===== src/rtl/edge_wdt_pkg.sv =====
package edge_wdt_pkg;
  // 1.6 s at 125 MHz
  localparam int unsigned DEF_TIMEOUT_TICKS = 200_000_000;
  localparam int unsigned DEF_SYNC_STAGES   = 2;

  typedef struct packed {
    logic in_edge;
    logic sys_rst;
    logic floating;
    logic supply_low;
  } clr_src_t;

  function automatic logic any_clear(clr_src_t s);
    return s.in_edge | s.sys_rst | s.floating | s.supply_low;
  endfunction
endpackage


===== src/rtl/edge_wdt_sync.sv =====
module edge_wdt_sync #(
  parameter int unsigned STAGES = 2
) (
  input  logic clk_i,
  input  logic rst_ni,
  input  logic d_i,
  output logic level_o,
  output logic edge_o
);
  logic [STAGES-1:0] sync_q;
  logic              prev_q;

  genvar g;
  generate
    for (g = 0; g < STAGES; g++) begin : g_stage
      if (g == 0) begin : g_first
        always_ff @(posedge clk_i or negedge rst_ni) begin
          if (!rst_ni) sync_q[0] <= 1'b0;
          else         sync_q[0] <= d_i;
        end
      end else begin : g_next
        always_ff @(posedge clk_i or negedge rst_ni) begin
          if (!rst_ni) sync_q[g] <= 1'b0;
          else         sync_q[g] <= sync_q[g-1];
        end
      end
    end
  endgenerate

  always_ff @(posedge clk_i or negedge rst_ni) begin
    if (!rst_ni) prev_q <= 1'b0;
    else         prev_q <= sync_q[STAGES-1];
  end

  assign level_o = sync_q[STAGES-1];
  assign edge_o  = sync_q[STAGES-1] ^ prev_q;
endmodule


===== src/rtl/edge_wdt_counter.sv =====
module edge_wdt_counter #(
  parameter int unsigned TIMEOUT_TICKS = 20,
  localparam int unsigned CW = $clog2(TIMEOUT_TICKS + 1)
) (
  input  logic          clk_i,
  input  logic          rst_ni,
  input  logic          clear_i,
  output logic [CW-1:0] cnt_o,
  output logic          expired_o
);
  localparam logic [CW-1:0] LIMIT = CW'(TIMEOUT_TICKS);

  logic [CW-1:0] cnt_q;

  always_ff @(posedge clk_i or negedge rst_ni) begin
    if (!rst_ni)             cnt_q <= '0;
    else if (clear_i)        cnt_q <= '0;
    else if (cnt_q != LIMIT) cnt_q <= cnt_q + 1'b1;
  end

  assign cnt_o     = cnt_q;
  assign expired_o = (cnt_q == LIMIT);
endmodule


===== src/rtl/edge_wdt_fault.sv =====
module edge_wdt_fault (
  input  logic expired_i,
  input  logic supply_low_i,
  output logic fault_no
);
  // supply-low bypasses all registers
  assign fault_no = ~(expired_i | supply_low_i);
endmodule


===== src/rtl/edge_wdt.sv =====
module edge_wdt
  import edge_wdt_pkg::*;
#(
  parameter int unsigned TIMEOUT_TICKS = DEF_TIMEOUT_TICKS,
  parameter int unsigned SYNC_STAGES   = DEF_SYNC_STAGES,
  localparam int unsigned CW = $clog2(TIMEOUT_TICKS + 1)
) (
  input  logic clk_i,
  input  logic rst_ni,
  input  logic wd_in_i,
  input  logic wd_float_i,
  input  logic sys_rst_i,
  input  logic supply_low_i,
  output logic wd_fault_no
);
  logic          in_level;
  logic          in_edge;
  logic          expired;
  logic [CW-1:0] cnt_q;
  clr_src_t      clr_src;
  logic          clear;

  edge_wdt_sync #(.STAGES(SYNC_STAGES)) u_sync (
    .clk_i  (clk_i),
    .rst_ni (rst_ni),
    .d_i    (wd_in_i),
    .level_o(in_level),
    .edge_o (in_edge)
  );

  assign clr_src = '{in_edge: in_edge, sys_rst: sys_rst_i,
                     floating: wd_float_i, supply_low: supply_low_i};
  assign clear   = any_clear(clr_src);

  edge_wdt_counter #(.TIMEOUT_TICKS(TIMEOUT_TICKS)) u_cnt (
    .clk_i    (clk_i),
    .rst_ni   (rst_ni),
    .clear_i  (clear),
    .cnt_o    (cnt_q),
    .expired_o(expired)
  );

  edge_wdt_fault u_fault (
    .expired_i   (expired),
    .supply_low_i(supply_low_i),
    .fault_no    (wd_fault_no)
  );

  logic unused_level;
  assign unused_level = in_level;
endmodule


===== config.mk =====
export PLATFORM = sky130hd
export DESIGN_NAME = edge_wdt
export DESIGN_NICKNAME = d
export VERILOG_FILES = /design/src/rtl/edge_wdt_pkg.sv /design/src/rtl/edge_wdt_sync.sv /design/src/rtl/edge_wdt_counter.sv /design/src/rtl/edge_wdt_fault.sv /design/src/rtl/edge_wdt.sv
export SDC_FILE = /design/constraint.sdc
export NUM_CORES = 1
export LEC_CHECK = 0
export BUFFER_PORTS_ARGS = -buffer_cell sky130_fd_sc_hd__buf_2
export CORE_ASPECT_RATIO = 1.25
export CORE_MARGIN = 5
export CORE_UTILIZATION = 45
export DETAILED_ROUTE_END_ITERATION = 12
export PLACE_DENSITY_LB_ADDON = 0.25
export SYNTH_ARGS = -nofsm -noshare
export SYNTH_HDL_FRONTEND = slang
export SYNTH_SLANG_ARGS = --single-unit

===== constraint.sdc =====
create_clock -name clk_i -period 3.1 [get_ports clk_i]
set_input_delay 0.155 -clock clk_i [delete_from_list [all_inputs] [get_ports clk_i]]
set_output_delay 0.155 -clock clk_i [all_outputs]
set_load 0.05 [all_outputs]

==> results of run 1 <==
==> timing repair <==
action,in CTS,in global routing
hold buffers,2,0
endpoints found under the setup margin,0,0
endpoints found under the hold margin,32,0
==> stage by stage <==
step	worst slack, ps	hold WS [ps]	instance area [um2]	power (W)	utilization, %
2_1_floorplan	1292	-140.6	1578	0.0004239	-
6_report	968.9	354.9	1749	0.0007265	50.65
4_1_cts	956.9	359.2	1749	0.0007394	50.65
5_1_grt	816.6	381.6	1749	0.0007636	50.65
3_5_place_dp	1095	239.3	1645	0.0004372	47.64
3_3_place_gp	1173	219.5	1645	0.0004363	47.64
==> logic make-up after synthesis <==
kind of cell	count (synthesis)
AO/OA/AOI/OAI	11
XOR/XNOR	22
adder cells (fa/ha/maj)	2
buffers and inverters	5
flip-flops	31
multiplexers	1
AND/OR/NAND/NOR	85
==> worst max-delay path by stage <==
stage | endpoint | depth (start not counted) | start | slack [ps]
after global routing | wd_fault_no | 5 | u_cnt.cnt_o[14]$_DFFE_PN0P_ | 820
after detailed placement | u_cnt.cnt_o[24]$_DFFE_PN0P_ | 6 | u_cnt.cnt_o[1]$_DFFE_PN0P_ | 1090
after global placement | u_cnt.cnt_o[24]$_DFFE_PN0P_ | 6 | u_cnt.cnt_o[1]$_DFFE_PN0P_ | 1170
after CTS | wd_fault_no | 5 | u_cnt.cnt_o[10]$_DFFE_PN0P_ | 960
after floorplan | u_cnt.cnt_o[24]$_DFFE_PN0P_ | 6 | u_cnt.cnt_o[1]$_DFFE_PN0P_ | 1290
final | wd_fault_no | 5 | u_cnt.cnt_o[14]$_DFFE_PN0P_ | 970
==> state kept, by name, summed over array words and instances (netlist names) <==
name            count
u_sync.level_o      1
u_sync.sync_q       1
u_sync.prev_q       1
u_cnt.cnt_o        28
==> routing by layer <==
layer  track usage [%]  up-vias  routed length (um)
li1                  -      568                   -
met1             16.42      576                1295
met2             23.10       16                1454
met3             3.835        4                  86
met4             6.157        0                  56
met5                 0        -                   0
==> power breakdown <==
group          total [W]  internal [W]  switching, W  leakage [nW]
combinational  0.0000221    0.00000614     0.0000159         0.242
clock           0.000296      0.000153      0.000143        0.0477
sequential      0.000409      0.000407    0.00000145         0.426
total           0.000726      0.000566      0.000160         0.716
==> layout by cell type, fill, tap and decap left out, types with 6 or more instances in the layout <==
master                    netlist  final
sky130_fd_sc_hd__a21oi_1        6      6
sky130_fd_sc_hd__buf_2          0      6
sky130_fd_sc_hd__dfrtp_1       31     31
sky130_fd_sc_hd__nand2_1       10     10
sky130_fd_sc_hd__nand3_1       10     10
sky130_fd_sc_hd__nand4_1        7      7
sky130_fd_sc_hd__nor2_1        27     27
sky130_fd_sc_hd__xnor2_1        6      6
sky130_fd_sc_hd__xor2_1        16     16
==> cell type report <==
cell class,instances,area [um2]
multi-input cells,121,783.3
flip-flops and latches,31,775.7
clock inverters,3,15.01
well taps,39,48.80
repair buffers,8,50.05
clock buffers,5,68.82
inverters,2,7.507
fillers,313,1704
==> worst reg2reg max path: cells and delay by family (launching register included) <==
| family | cells | cell delay, ps |
|---|---|---|
| simple gates | 4 | 1120 |
| flops | 1 | 420 |
| compound gates | 1 | 140 |
| fa+ha+maj | 1 | 250 |
==> metrics, run 1 <==
setup repair after global routing missed its margin false; Max Transition Viols Final 0; number of violations of the max-capacitance limit 0; area of the mapped netlist 1578 um2; number of flip-flops and latches in the synthesized netlist 31; number of global-route vias before repair around 1200; Largest stage delay, worst path 500 ps; fraction of final layout cells sized beyond drive strength 1 around 13%; aggregate negative setup slack 0 ps; Final Hold Violating Endpoints 0; Core Rows 24; kind of end point of the critical path output port; number of buffer cells added on primary ports 6; Initial DRT Pass Iterations 4; clock sink count 31; total global-route track usage between 10% and 20%; capturing point of the worst reg2reg path u_cnt.cnt_o[24]$_DFFE_PN0P_; library cell with the largest summed area after synthesis sky130_fd_sc_hd__dfrtp_1; Leak Pwr roughly 0.7 nW; Buf/Inv on CP 1; post-CTS sizing 0; Ant. Diodes 0; Total Routed Length 2892 um; H-tree lvl count 2; depth of the worst register-to-register path 6; vias per cell approximately 5.6; cells traversed along the worst timing path and4_1 -> nand4_1 -> nor4_4 -> nor2_1 -> buf_2; routed wire length per instance ~14 um; initial antenna violation count 0; cell count after synthesis 157; run status completed; dominant combinational cell family by area after synthesis simple AND/OR/NAND/NOR gates; sequential fraction of the synthesis area between 40 and 50%; critical-path maximum fanout 6; area share of fa/ha/maj cells after synthesis about 1.6%; Hold WC Path Type reg -> reg; Detailed Route Iter0 Violations 19; final number of setup-violating endpoints 0; ys async rst share between 90% and 100%; buffer depth of the longest clock path 2; CTS buffer count 5; number of enable flip-flop cells after synthesis 0; Die Outline Area about 4800 um2; Synth Area in Compound Gates 3.489%; Tcrit/Tclk final around 70%; relative area change from synthesis to final layout 10.86%; master cell of the clock root buffer sky130_fd_sc_hd__clkbuf_8; path type of the worst setup path reg -> out; launching element type of the critical path flip-flop; clock tree from TritonCTS built; Post-DRT Antenna Nets 0; global placement routability congestion between 0.7 and 0.8; count of yosys warnings during synthesis 0; count of unresolved DRC violations after routing 0; total power per unit cell area just over 400 nW/um2; I/O pin count 7; pin count of the biggest net entering global routing 32; initial cell density of the core between 40% and 50%; slack of the worst reg-to-reg path ~1100 ps; reg-to-reg startpoint u_cnt.cnt_o[1]$_DFFE_PN0P_; synthesized area per cell ~10 um2; global-route wire length before repair between 5000 and 6000 um; cell types with the highest counts after synthesis sky130_fd_sc_hd__dfrtp_1 (31), sky130_fd_sc_hd__nor2_1 (27), sky130_fd_sc_hd__xor2_1 (16); worst-case headroom to the max-slew limit 38.12%; height of the die 76.20 um; worst hold path cell count 0; area fraction of the dominant cell type after synthesis 49.17%; die extent in x 62.96 um; multiplexer fraction of the synthesized cell area less than 1%; Hold Path Origin u_sync.sync_q[0]$_DFF_PN0_; endpoint required time on the critical path slightly below 3000 ps; Top delay family on crit path simple AND/OR/NAND/NOR gates; most area-consuming cells after synthesis sky130_fd_sc_hd__dfrtp_1 (49%), sky130_fd_sc_hd__xor2_1 (8.9%), sky130_fd_sc_hd__nor2_1 (6.4%), sky130_fd_sc_hd__nor4_4 (4.0%), sky130_fd_sc_hd__xnor2_1 (3.3%); Min Clock Period, post-route 2131 ps; total via count in the routed design roughly 1200; clock latency of the later-clocked register in the worst-skew pair between 200 and 300 ps; most instantiated library cell after synthesis sky130_fd_sc_hd__dfrtp_1; overflow left after global routing 0; maximum ir drop on the vdd rail approximately 0.3 mV; clock transition at the registers of the reported paths 60 ps; Post-Syn Nets 165; slew at the pin with the worst max-slew slack approximately 930 ps; placeable core area around 3500 um2; Data arrival, critical path 1980 ps; detailed placement HPWL between 2000 and 2500 um; prevailing post-synth register cell sky130_fd_sc_hd__dfrtp_1; simple logic cell fraction of the synthesized area 31.72%; Worst Hold Path EP u_sync.level_o$_DFF_PN0_; Peak Freq roughly 0.47 GHz; Setup Fix Bufs, Post-CTS 0; Clock Skew ~4 ps; area share of xor/xnor cells in the synthesized design between 10 and 15%; number of placed cells counting well taps 199; cell with the largest stage delay on the worst path sky130_fd_sc_hd__nor4_4; total number of nets in the final design about 180; count of unique library cells instantiated by Yosys 29; Final Instance Count excl. Fillers approximately 210
Power figures use the tool's default switching activity.
==> inputs of run 2 (changes only) <==
- clock period: 3.1 -> 1.9 ns (I/O delays scaled with it)
==> run 2 against run 1 <==
Net effect:
- critical path depth increased by 2
- largest power group is now clock
- critical endpoint unchanged
- final area increased by 17%
- clock power increased to 2.7 times the previous value
==> metrics, run 2 (synthesized netlist as in run 1, its figures left out) <==
Largest stage delay, worst path between 400 and 500 ps; number of global-route vias before repair between 1000 and 1500; Data arrival, critical path 1750 ps; clock tree from TritonCTS built; path type of the worst setup path reg -> out; detailed placement HPWL about 2200 um; die extent in x roughly 63 um; clock latency of the later-clocked register in the worst-skew pair roughly 290 ps; pin count of the biggest net entering global routing 32; final number of setup-violating endpoints 0; Hold WC Path Type in -> reg; Total Routed Length between 3000 and 4000 um; initial cell density of the core 45.69%; Buf/Inv on CP 3; cell with the largest stage delay on the worst path sky130_fd_sc_hd__dfrtp_1; H-tree lvl count 2; overflow left after global routing 0; endpoint required time on the critical path roughly 1800 ps; kind of end point of the critical path output port; Peak Freq ~0.54 GHz; Min Clock Period, post-route around 1800 ps; Clock Skew 2.513 ps; Tcrit/Tclk final between 90% and 100%; setup repair after global routing missed its margin true; Initial DRT Pass Iterations 4; global placement routability congestion between 0.8 and 0.9; Max Transition Viols Final 0; Core Rows 24; total number of nets in the final design between 200 and 250; total power per unit cell area roughly 730 nW/um2; maximum ir drop on the vdd rail 0.5025 mV; number of violations of the max-capacitance limit 0; Die Outline Area 4798 um2; clock sink count 31; Final Hold Violating Endpoints 0; worst-case headroom to the max-slew limit roughly 53%; number of flip-flops in the largest register 28; most used cells in the layout excluding fill and tap cells sky130_fd_sc_hd__nor2_1 (26), sky130_fd_sc_hd__dfrtp_1 (26), sky130_fd_sc_hd__buf_4 (25); relative area change from synthesis to final layout 29.50%; Top delay family on crit path buffers and inverters; count of unresolved DRC violations after routing 0; run status completed; vias per cell approximately 5.6; final worst setup slack 57.06 ps; Core Util, Final between 50 and 60%; Detailed Route Iter0 Violations 22; Overall Power between 0.001 and 0.0015 W; global-route wire length before repair 5830 um; clock transition at the registers of the reported paths roughly 70 ps; number of buffer cells added on primary ports 6; Leak Pwr around 0.86 nW; launching element type of the critical path flip-flop; total via count in the routed design between 1000 and 1500; total global-route track usage between 10 and 15%; cells traversed along the worst timing path inv_1 -> ha_1 -> nand3b_1 -> nor4_4 -> buf_4 -> nor2_2 -> buf_6; CTS buffer count 5; count of fill cells added during filler insertion 288; height of the die 76.20 um; buffer depth of the longest clock path 2; Post-DRT Antenna Nets 0; initial antenna violation count 0; critical-path maximum fanout 5; Ant. Diodes 0; fraction of final layout cells sized beyond drive strength 1 just over 30%; worst setup timing slack at the placement stage -32.90 ps; I/O pin count 7; master cell of the clock root buffer sky130_fd_sc_hd__clkbuf_8; slew at the pin with the worst max-slew slack 699.7 ps; placeable core area roughly 3500 um2; routed wire length per instance 14.75 um
[run 2: path summary, 6_finish.rpt]
kind	start	endpoint	slack [ps]	cells after the start
setup / recovery	u_cnt.cnt_o[0]$_DFFE_PN0P_	wd_fault_no	60	7
hold / removal	wd_float_i	u_cnt.cnt_o[13]$_DFFE_PN0P_	260	4
setup reg to reg	u_cnt.cnt_o[6]$_DFFE_PN0P_	u_cnt.cnt_o[19]$_DFFE_PN0P_	100	6
hold reg to reg	u_sync.sync_q[0]$_DFF_PN0_	u_sync.level_o$_DFF_PN0_	350	0
max in group asynchronous	rst_ni	u_cnt.cnt_o[7]$_DFFE_PN0P_	1020	2
min in group asynchronous	rst_ni	u_cnt.cnt_o[25]$_DFFE_PN0P_	390	2
[run 2: metal layers]
| metal | GRT usage [%] | wire length (um) | vias up | share of wire (%) |
|---|---|---|---|---|
| met2 | 24.74 | 1822 | 19 | 53 |
| met5 | 0 | 0 | - | 0 |
| met4 | 5.096 | 72 | 0 | 2.1 |
| li1 | - | - | 624 | - |
| met3 | 4.572 | 126 | 7 | 3.7 |
| met1 | 18.11 | 1430 | 651 | 41 |
[run 2: report_power, final]
group	switching [W]	leakage, nW	internal [W]
registers	0.00000258	0.418	0.000664
logic	0.0000275	0.380	0.0000141
clock network	0.000264	0.0644	0.000523
[run 2: worst min-delay path: cells and delay by family]
kind | cells | cell delay [ps]
and+or+nand+nor | 1 | 110
buffers and inverters | 2 | 250
AOI/OAI and AO/OA | 1 | 50
[run 2: cell type report]
cell class                 count  area [um2]  share of cell area (%)
timing repair buffer          33       244.0                   11.94
clock buffer                   5       68.82                   3.368
multi-input combinational    121       824.5                   40.36
tap                           39       48.80                   2.388
sequential                    31       782.0                   38.27
clock inverter                 3       67.56                   3.307
inverter                       2       7.507                  0.3674
[run 2: what timing repair did]
| item | CTS | global route |
|---|---|---|
| setup endpoints to repair | 3 | 7 |
| hold endpoints to repair | 32 | 0 |
| resized for setup | 4 | 14 |
| setup buffers | 6 | 11 |
| pin swaps | 2 | 7 |
| hold buffers | 2 | 0 |
[run 2: through the flow]
stage / hold slack [ps] / setup TNS [ps] / cell area (um2) / cells
after floorplan: -200.6 / 0 / 1578 / 157
after global placement: 159.1 / 0 / 1705 / 207
after detailed placement: 176.4 / -32.90 / 1705 / 207
after CTS: 268.9 / -9.851 / 1921 / 223
after global routing: 292.4 / -186.2 / 2043 / 234
final: 263.7 / 0 / 2043 / 234
